`src/rtl/burst_seq_pkg.sv`:
```
package burst_seq_pkg;
    typedef enum logic {
        ST_DESEL  = 1'b0,
        ST_ACTIVE = 1'b1
    } seq_state_t;

    typedef enum logic [1:0] {
        LD_NONE = 2'd0,
        LD_CPU  = 2'd1,
        LD_CTL  = 2'd2
    } load_src_t;
endpackage

```
`src/rtl/strobe_arbiter.sv`:
```
module strobe_arbiter
    import burst_seq_pkg::*;
(
    input  logic      cpu_stb_n,
    input  logic      ctl_stb_n,
    input  logic      ce1_n,
    output load_src_t src
);
    // processor strobe wins when both are low, but only counts while ce1_n is low
    always_comb begin
        if (!cpu_stb_n && !ce1_n)
            src = LD_CPU;
        else if (!ctl_stb_n)
            src = LD_CTL;
        else
            src = LD_NONE;
    end
endmodule

```
`src/rtl/beat_counter.sv`:
```
module beat_counter #(
    parameter int BB = 2
) (
    input  logic          clk,
    input  logic          rst_n,
    input  logic          clear,
    input  logic          step,
    output logic [BB-1:0] beat
);
    always_ff @(posedge clk) begin
        if (!rst_n)
            beat <= '0;
        else if (clear)
            beat <= '0;
        else if (step)
            beat <= beat + 1'b1;
    end
endmodule

```
`src/rtl/order_map.sv`:
```
module order_map #(
    parameter int BB = 2
) (
    input  logic [BB-1:0] start,
    input  logic [BB-1:0] beat,
    input  logic          interleave,
    output logic [BB-1:0] low
);
    always_comb begin
        if (interleave)
            low = start ^ beat;
        else
            low = start + beat;
    end
endmodule

```
`src/rtl/burst_addr_seq.sv`:
```
module burst_addr_seq
    import burst_seq_pkg::*;
#(
    parameter int ADDR_W     = 17,
    parameter int BURST_BITS = 2
) (
    input  logic              clk,
    input  logic              rst_n,
    input  logic              cpu_stb_n,
    input  logic              ctl_stb_n,
    input  logic              adv_n,
    input  logic              ce1_n,
    input  logic              ce2,
    input  logic              ce3_n,
    input  logic              order,
    input  logic [ADDR_W-1:0] addr_in,
    output logic [ADDR_W-1:0] addr_out,
    output logic              sel
);
    localparam int HI_W = ADDR_W - BURST_BITS;

    seq_state_t            state, state_nxt;
    load_src_t             src;
    logic                  load;
    logic                  ce_ok;
    logic                  step;
    logic [HI_W-1:0]       base_hi;
    logic [BURST_BITS-1:0] start_low;
    logic [BURST_BITS-1:0] beat;
    logic [BURST_BITS-1:0] low;

    strobe_arbiter u_arb (
        .cpu_stb_n (cpu_stb_n),
        .ctl_stb_n (ctl_stb_n),
        .ce1_n     (ce1_n),
        .src       (src)
    );

    // next-state logic and burst step qualification
    always_comb begin
        ce_ok     = !ce1_n && ce2 && !ce3_n;
        load      = 1'b0;
        state_nxt = state;
        unique case (src)
            LD_CPU, LD_CTL: load = 1'b1;
            default:        load = 1'b0;
        endcase
        unique case (state)
            ST_DESEL:  if (load && ce_ok)  state_nxt = ST_ACTIVE;  // LOAD_SEL
            ST_ACTIVE: if (load && !ce_ok) state_nxt = ST_DESEL;   // LOAD_DESEL
            default:   state_nxt = ST_DESEL;
        endcase
        step = (state == ST_ACTIVE) && !load && !adv_n;
    end

    // state and address registers
    always_ff @(posedge clk) begin
        if (!rst_n) begin
            state     <= ST_DESEL;
            base_hi   <= '0;
            start_low <= '0;
        end else begin
            state <= state_nxt;
            if (load) begin
                base_hi   <= addr_in[ADDR_W-1:BURST_BITS];
                start_low <= addr_in[BURST_BITS-1:0];
            end
        end
    end

    beat_counter #(.BB(BURST_BITS)) u_beat (
        .clk   (clk),
        .rst_n (rst_n),
        .clear (load),
        .step  (step),
        .beat  (beat)
    );

    order_map #(.BB(BURST_BITS)) u_map (
        .start      (start_low),
        .beat       (beat),
        .interleave (order),
        .low        (low)
    );

    // outputs
    always_comb begin
        addr_out = {base_hi, low};
        sel      = (state == ST_ACTIVE);
    end
endmodule

```
`config.mk`:
```
export PLATFORM = sky130hd
export DESIGN_NAME = burst_addr_seq
export DESIGN_NICKNAME = d
export VERILOG_FILES = /design/src/rtl/burst_seq_pkg.sv /design/src/rtl/strobe_arbiter.sv /design/src/rtl/beat_counter.sv /design/src/rtl/order_map.sv /design/src/rtl/burst_addr_seq.sv
export SDC_FILE = /design/constraint.sdc
export NUM_CORES = 1
export LEC_CHECK = 0
export ABC_AREA = 1
export BUFFER_PORTS_ARGS = -buffer_cell sky130_fd_sc_hd__buf_2
export CORE_MARGIN = 1
export CORE_UTILIZATION = 46
export CTS_CLUSTER_SIZE = 14
export DETAILED_ROUTE_END_ITERATION = 6
export HOLD_SLACK_MARGIN = 0.15
export PLACE_DENSITY = 0.88
export SLEW_MARGIN = 20
export SYNTH_ARGS = -nofsm -noshare
export SYNTH_HDL_FRONTEND = slang
export SYNTH_SLANG_ARGS = --single-unit
```
`constraint.sdc`:
```
create_clock -name clk -period 2.1 [get_ports clk]
set_input_delay 0.105 -clock clk [delete_from_list [all_inputs] [get_ports clk]]
set_output_delay 0.105 -clock clk [all_outputs]
set_load 0.005 [all_outputs]
```
==> results of run 1 <==
## area by class of cell
cell class	count	area [um2]	area share
Inverter	10	40.0	0.0312
Timing Repair Buffer	63	415	0.324
Multi-Input combinational cell	72	358	0.279
Clock buffer	4	36.3	0.0283
Tap cell	25	31.3	0.0244
Sequential cell	20	400	0.312
## state kept, by name, indices dropped and copies added (netlist names), named ones only
signal,count
base_hi,15
start_low,2
u_beat.beat,2
## through the flow
| step | util | total power [W] | cell area, um2 | worst slack [ps] | cells |
|---|---|---|---|---|---|
| detailed placement | 0.605 | 0.000543 | 1040 | 941 | 170 |
| CTS | 0.742 | 0.000781 | 1280 | 695 | 194 |
| global placement | 0.605 | 0.000538 | 1040 | 976 | 170 |
| finish | 0.742 | 0.000778 | 1280 | 708 | 194 |
| floorplan | - | 0.000493 | 840 | 1210 | 106 |
| global route | 0.742 | 0.000823 | 1280 | 609 | 194 |
## cells in the mapped netlist
| cell type | n | area (um2) |
|---|---|---|
| a21oi_2 | 2 | 17.5 |
| a31oi_1 | 1 | 6.26 |
| buf_6 | 2 | 22.5 |
| buf_8 | 1 | 15.0 |
| clkbuf_1 | 1 | 3.75 |
| dfxtp_1 | 20 | 400 |
| ha_1 | 1 | 12.5 |
| inv_1 | 9 | 33.8 |
| inv_4 | 1 | 6.26 |
| nand2_1 | 4 | 15.0 |
| nand3_1 | 1 | 5.00 |
| nand4_1 | 2 | 12.5 |
| nand4_2 | 1 | 12.5 |
| nor2_1 | 37 | 139 |
| nor2_2 | 2 | 12.5 |
| nor2_4 | 2 | 22.5 |
| o21ai_0 | 14 | 70.1 |
| o21ai_1 | 3 | 15.0 |
| xnor2_1 | 1 | 8.76 |
| xor2_1 | 1 | 8.76 |
## per-layer routing
metal,vias to the layer above,GRT usage,share of wire
li1,461,-,-
met1,377,0.225,0.40
met2,36,0.429,0.52
met3,6,0.0400,0.053
met4,0,0.115,0.025
met5,-,0,0
## power by group
group | switching, W | internal [W] | leakage (nW)
Sequential | 0.0000135 | 0.000405 | 0.166
Clock | 0.000110 | 0.000106 | 0.0210
Combinational | 0.0000668 | 0.0000775 | 0.448
Total | 0.000190 | 0.000588 | 0.635
## worst max-delay path, stage by stage (launching register included)
cell and delay (ps):
dfxtp_1 380, ha_1 160, inv_1 30, nor2_1 100
xor2_1 150, inv_1 50, buf_2 120
## worst min-delay path by stage
stage,start,to,slack [ps],cells after the start
global route,rst_n,base_hi[10],160,3
floorplan,rst_n,base_hi[10],240,2
detailed placement,addr_in[7],base_hi[5],350,3
finish,ctl_stb_n,u_beat.beat[0],160,4
global placement,addr_in[11],base_hi[9],350,3
CTS,ctl_stb_n,u_beat.beat[0],160,4
## cells by family (layout without fill, tap and decap cells)
group	after synthesis	after routing	synth area share
compound gates	20	20	0.130
fa+ha+maj	1	1	0.0149
simple gates	49	49	0.261
flops	20	20	0.477
xor+xnor	2	2	0.0209
buf+inv	14	77	0.0969
## repair_timing
action                                 4_1_cts  5_1_grt
setup endpoints to repair                    0        0
hold buffers                                20        0
endpoints found under the hold margin       19        0
==> run summary, run 1 <==
Yosys reg bits = 20
RR Startpoint = u_beat.beat[0]
Post-CTS Resized = 0
Crit path capture type = output port
Htree depth = 1
Final hold violation count = 0
Unique cell type count in the Yosys netlist = 20
Post-synthesis cell count = 106
Power Dens Cells = 608 mW/mm2
DRC = 0
WHS = 164 ps
HPWL Detailed = 1300 um
Drt wl/cell = 10.4 um
R2R Setup Slk = 1150 ps
DRT Wirelength = 2020 um
Routed Antenna Nets = 0
Outcome = complete, no violations
Clk slew on worst S/H paths = 100 ps
Worst r2r path cells = 5
VDD IR-drop max = 0.000430 V
Crit Path Class = reg -> out
N_diodes = 0
Fin. max-slew vios = 0
# rows = 15
Die span in x = 44.7 um
R2R Path End = u_beat.beat[1]
I/O pin cnt = 44
Largest net degree at the start of global routing = 23
FMAX = 718 MHz
Worst-Skew Late Latency = 290 ps
Nets = 197
Post-CTS Setup Bufs = 0
Crit. Startpoint = u_beat.beat[0]
Critical path peak fanout = 3
Yosys warnings = 0
Worst EP required = 2000 ps
Most common cell after layout, fill and taps aside = buf_2
Actual slew at the worst max-slew pin = 453 ps
Slew margin rel. = 0.697
First-pass GRT wire length = 3190 um
Antenna violations before repair = 0
Crit share post-route = 0.663
CTS root buf = clkbuf_4
Final Critical Period = 1390 ps
Cell Area, Synth = 840 um2
CTS tree = yes
Most frequent cells in the layout = buf_2, nor2_1, dfxtp_1, dlygate4sd3_1, o21ai_0
Gp weighted congestion = 0.634
Vias/cell = 4.54
Layout Skew = 0.199 ps
Max-cap violation count = 0
Die ar. = 0.00200 mm2
Area delta synth->final = 52.6%
Final setup viols = 0
Iteration-0 DRC Markers = 7
Seq/Total Area, Yosys = 0.477
Critical path destination = addr_out[1]
Net Count, Synth = 133
Worst Path Arrival = 1290 ps
Layout cells sized above 1 = 0.325
Vias = 880
Grt total ovfl = 0
PortBufs = 43
Setup TNS = 0 ps
First-pass DRT Iterations = 4
Total CTS buffers = 3
Clock Sinks = 20
GRT Overall Usage = 0.223
Fillers = 145
Starting Density = 0.486
HP Class = in -> reg
Vias in the first global route = 818
Unrepaired setup endpoints after global routing = no
Average cell area after synthesis = 7.92 um2
Die Ht = 44.7 um
Core Area = 0.00173 mm2
Clock Tree Buf Depth = 2
Leakage = 0.635 nW
Setup crit start kind = register
Note: power is estimated with default switching activity, not from simulation.
==> inputs of run 2 (changes only) <==
--- a/config.mk
+++ b/config.mk
@@ -8,11 +8,11 @@
 export ABC_AREA = 1
 export BUFFER_PORTS_ARGS = -buffer_cell sky130_fd_sc_hd__buf_2
 export CORE_MARGIN = 1
-export CORE_UTILIZATION = 46
+export CORE_UTILIZATION = 39
 export CTS_CLUSTER_SIZE = 14
 export DETAILED_ROUTE_END_ITERATION = 6
 export HOLD_SLACK_MARGIN = 0.15
-export PLACE_DENSITY = 0.88
+export PLACE_DENSITY = 0.8
 export SLEW_MARGIN = 20
 export SYNTH_ARGS = -nofsm -noshare
 export SYNTH_HDL_FRONTEND = slang
==> constraint.sdc (replaced) <==
create_clock -name clk -period 1.2 [get_ports clk]
set_input_delay 0.06 -clock clk [delete_from_list [all_inputs] [get_ports clk]]
set_output_delay 0.06 -clock clk [all_outputs]
set_load 0.005 [all_outputs]
==> run 2 against run 1 <==
The run now ends with setup timing left. Non-clock buffer count is 6 higher. Die area up 17%. Sequential share of layout area fell by 2.2 points. Critical path type unchanged.
==> run summary, run 2 (synthesis results as in run 1) <==
HPWL Detailed = 1290 um
Die Ht = 48.4 um
Slew margin rel. = 0.808
Layout cells sized above 1 = 0.360
Int Power = 0.00120 W
Fillers = 168
Largest net degree at the start of global routing = 20
Power Dens Cells = 1120 mW/mm2
Worst path slowest cell = dfxtp_2
CTS root buf = clkbuf_4
Dpl cells = 173
Area delta synth->final = 66.0%
Nets = 203
Net switching power = 0.000364 W
Leakage = 0.676 nW
PortBufs = 43
Die ar. = 0.00234 mm2
Outcome = finished, violations left
Most common cell after layout, fill and taps aside = buf_2
Top reg by flops = base_hi
Antenna violations before repair = 0
Crit share post-route = 1.08
Critical path peak fanout = 2
Vias = 940
Clock power share = 0.352
Unrepaired setup endpoints after global routing = yes
Gp weighted congestion = 0.615
HP Class = in -> reg
Final setup viols = 1
Setup WS post-layout = -101 ps
First-pass GRT wire length = 3920 um
CP Buf/Inv Count = 3
Worst Path Arrival = 1240 ps
CTS tree = yes
Vias in the first global route = 989
Iteration-0 DRC Markers = 15
Sw Share = 0.233
Routed Antenna Nets = 0
Total CTS buffers = 3
Flop pwr share = 0.468
Htree depth = 1
Worst EP required = 1140 ps
Worst path cell trace = ha_4, inv_2, nor2_2, xor2_1, inv_1, buf_2
CP max stage delay = 380 ps
Layout Skew = 0.708 ps
N_diodes = 0
Post-Layout Cell Count = 202
# rows = 16
I/O pin cnt = 44
Clk slew on worst S/H paths = 110 ps
Fin. max-slew vios = 0
FMAX = 769 MHz
R2R Setup Slk = 230 ps
Starting Density = 0.419
Cell family with most CP delay = flip-flops
Core Area = 0.00200 mm2
Failing checks = setup timing
VDD IR-drop max = 0.000670 V
Crit Path Class = reg -> out
GRT Overall Usage = 0.219
Die span in x = 48.4 um
Max-cap violation count = 0
Most frequent cells in the layout = buf_2, nor2_1, dlygate4sd3_1, dfxtp_1, o21ai_0
First-pass DRT Iterations = 4
DRC = 0
Largest registers = base_hi x15, start_low x2, u_beat.beat x2
Setup crit start kind = register
Final hold violation count = 0
Crit path capture type = output port
Clock Tree Buf Depth = 2
Setup TNS = -101 ps
Drt wl/cell = 11.3 um
Logic pwr share = 0.180
Worst-Skew Late Latency = 300 ps
Max reg flops = 15
Vias/cell = 4.65
Actual slew at the worst max-slew pin = 287 ps
Clock Sinks = 20
Final Critical Period = 1300 ps
Grt total ovfl = 0
DRT Wirelength = 2280 um
run 2: what timing repair did:
action | in CTS | in global routing
setup buffers | 1 | 0
setup endpoints to repair | 1 | 10
resized for setup | 6 | 3
pin swaps | 2 | 2
hold endpoints to repair | 20 | 1
hold buffers | 26 | 2
run 2: path summary, 6_finish.rpt:
check,endpoint,from,cells after the start
setup / recovery,addr_out[1],start_low[0],6
hold reg to reg,base_hi[11],base_hi[11],2
hold / removal,base_hi[9],rst_n,3
setup reg to reg,u_beat.beat[1],u_beat.beat[0],6
run 2: cell type report:
type	count	area (um2)	area share
Timing Repair Buffer	69	483	0.346
Inverter	10	42.5	0.0305
Clock inverter	1	30.0	0.0215
Multi-Input combinational cell	72	377	0.270
Clock buffer	3	22.5	0.0162
Sequential cell	20	405	0.291
Tap cell	27	33.8	0.0242
run 2: worst min-delay path, cell delays in order:
cell     delay, ps
buf_2          200
o21ai_2         80
nor2_1          40
run 2: routing by layer:
layer	global-route usage	part of all wire	vias up
li1	-	-	473
met1	0.218	0.39	427
met2	0.425	0.54	36
met3	0.0252	0.051	4
met4	0.137	0.019	0
met5	0	0	-
run 2: through the flow:
stage          cell area [um2]  hold slack, ps  total power (W)  utilization  setup slack [ps]
2_1_floorplan              840             196         0.000862            -               360
3_3_place_gp              1070             293         0.000951        0.533               249
3_5_place_dp              1070             302         0.000962        0.533               195
4_1_cts                   1410             154          0.00158        0.702             -99.0
5_1_grt                   1390             150          0.00166        0.696              -200
6_report                  1390             120          0.00157        0.696              -101
run 2: power by group through the flow:
stage               clock [W]  sequential, W  combinational (W)
floorplan                   0       0.000751           0.000111
global placement            0       0.000745           0.000207
detailed placement          0       0.000747           0.000215
CTS                  0.000562       0.000733           0.000282
global route         0.000601       0.000738           0.000319
finish               0.000550       0.000732           0.000282
==> inputs of run 3 (changes only) <==
--- a/config.mk
+++ b/config.mk
@@ -8,11 +8,11 @@
 export ABC_AREA = 1
 export BUFFER_PORTS_ARGS = -buffer_cell sky130_fd_sc_hd__buf_2
 export CORE_MARGIN = 1
-export CORE_UTILIZATION = 39
+export CORE_UTILIZATION = 43
 export CTS_CLUSTER_SIZE = 14
 export DETAILED_ROUTE_END_ITERATION = 6
 export HOLD_SLACK_MARGIN = 0.15
-export PLACE_DENSITY = 0.8
+export PLACE_DENSITY = 0.84
 export SLEW_MARGIN = 20
 export SYNTH_ARGS = -nofsm -noshare
 export SYNTH_HDL_FRONTEND = slang
==> constraint.sdc (replaced) <==
create_clock -name clk -period 1.3 [get_ports clk]
set_input_delay 0.065 -clock clk [delete_from_list [all_inputs] [get_ports clk]]
set_output_delay 0.065 -clock clk [all_outputs]
set_load 0.005 [all_outputs]
==> run 3 against run 2 <==
The flow now finishes without violations. Clock-buffer cell count grew 1. Sequential power decreased by 7.4%. Global-route usage grew 7.6 points. Register-to-register slack better by 60 ps. Clock power is 34% lower. Sequential share of layout area is 1.7 points lower. First-iteration DRC count shrank 47%. Routed wire length up 17%. Worst setup slack gained 100 ps. Critical path depth down 1. Critical path type is now in -> reg. Largest cell class unchanged. Highest routed layer unchanged.
==> run summary, run 3 (synthesis results as in run 1) <==
Outcome = complete, no violations
Htree depth = 1
Nets = 215
Actual slew at the worst max-slew pin = 286 ps
Clock Sinks = 20
Vias = 1018
Worst Path Arrival = 1510 ps
Max-cap violation count = 0
HP Class = in -> reg
Critical path peak fanout = 1
Starting Density = 0.471
Clock Tree Buf Depth = 2
Power Dens Cells = 904 mW/mm2
Unrepaired setup endpoints after global routing = yes
Top reg by flops = base_hi
Grt total ovfl = 0
DRT Wirelength = 2670 um
Worst EP required = 1510 ps
FMAX = 770 MHz
N_diodes = 0
Dpl cells = 171
Final hold violation count = 0
Util after Layout = 0.830
Iteration-0 DRC Markers = 8
HPWL Detailed = 1360 um
GRT Overall Usage = 0.294
Clock power share = 0.270
Leakage = 0.699 nW
Crit share post-route = 0.998
Setup crit start kind = input port
Sw Share = 0.256
First-pass GRT wire length = 4290 um
Most frequent cells in the layout = buf_2, nor2_1, dlygate4sd3_1, dfxtp_1, o21ai_0
Gp weighted congestion = 0.731
Routed Antenna Nets = 0
Die ar. = 0.00213 mm2
CTS tree = yes
Net switching power = 0.000343 W
Area delta synth->final = 76.3%
DRC = 0
Post-Layout Cell Count = 212
Most common cell after layout, fill and taps aside = buf_2
Layout Skew = 0.106 ps
Total CTS buffers = 3
Vias/cell = 4.80
Antenna violations before repair = 0
Die Ht = 46.2 um
First-pass DRT Iterations = 4
Core Area = 0.00178 mm2
Fin. max-slew vios = 0
Flop pwr share = 0.507
Final setup viols = 0
I/O pin cnt = 44
PortBufs = 43
Setup WS post-layout = 1.98 ps
Die span in x = 46.2 um
Setup WS pre-CTS = 266 ps
Largest net degree at the start of global routing = 20
Max reg flops = 15
Crit path capture type = register
Slew margin rel. = 0.809
Logic pwr share = 0.224
VDD IR-drop max = 0.000698 V
Vias in the first global route = 1040
Int Power = 0.000995 W
# rows = 15
CTS root buf = clkbuf_4
Final Critical Period = 1300 ps
Layout cells sized above 1 = 0.337
Clk slew on worst S/H paths = 110 ps
Worst-Skew Late Latency = 300 ps
Crit Path Class = in -> reg
Drt wl/cell = 12.6 um
Largest registers = base_hi x15, start_low x2, u_beat.beat x2
run 3: final cells by class:
class	instances	area, um2
inverters	10	40.0
fillers	111	303
multi-input cells	72	377
well taps	25	31.3
flip-flops and latches	20	405
clock buffers	4	36.3
repair buffers	81	591
run 3: what timing repair did:
action / in CTS / in global routing
setup buffers: 1 / 0
gates resized for setup: 7 / 5
endpoints found under the hold margin: 20 / 0
pin swaps: 2 / 1
hold buffers: 37 / 0
setup endpoints to repair: 1 / 5
run 3: worst paths after layout:
path                  start        endpoint  slack (ps)  cells after the start
min reg2reg      base_hi[0]      base_hi[0]         490                      2
max reg2reg  u_beat.beat[0]  u_beat.beat[1]         290                      6
max             addr_in[14]     base_hi[12]           2                      5
min                   rst_n      base_hi[7]         130                      3
run 3: critical path, stage by stage:
cell	delay (ps)
dlygate4sd3_1	560
buf_2	130
o21ai_0	130
dlygate4sd3_1	570
nor2_1	50
run 3: power groups by stage:
stage,Combinational [W],Sequential (W),Clock [W]
2_1_floorplan,0.000103,0.000693,0
3_3_place_gp,0.000184,0.000687,0
3_5_place_dp,0.000192,0.000690,0
4_1_cts,0.000288,0.000676,0.000368
5_1_grt,0.000331,0.000683,0.000416
6_report,0.000299,0.000678,0.000361
run 3: stage by stage:
stage | total power, W | setup TNS (ps) | area (um2) | hold slack, ps
after floorplan | 0.000796 | 0 | 840 | 201
final | 0.00134 | 0 | 1480 | 132
after global routing | 0.00143 | -104 | 1480 | 150
after CTS | 0.00133 | -5.26 | 1490 | 158
after global placement | 0.000872 | 0 | 1050 | 301
after detailed placement | 0.000882 | 0 | 1050 | 310
run 3: layer usage:
metal | wire length [um] | share of wire | track usage | up-vias
li1 | - | - | - | 501
met1 | 963 | 0.36 | 0.289 | 461
met2 | 1490 | 0.56 | 0.561 | 47
met3 | 125 | 0.047 | 0.0471 | 9
met4 | 85 | 0.032 | 0.182 | 0
met5 | 0 | 0 | 0 | -
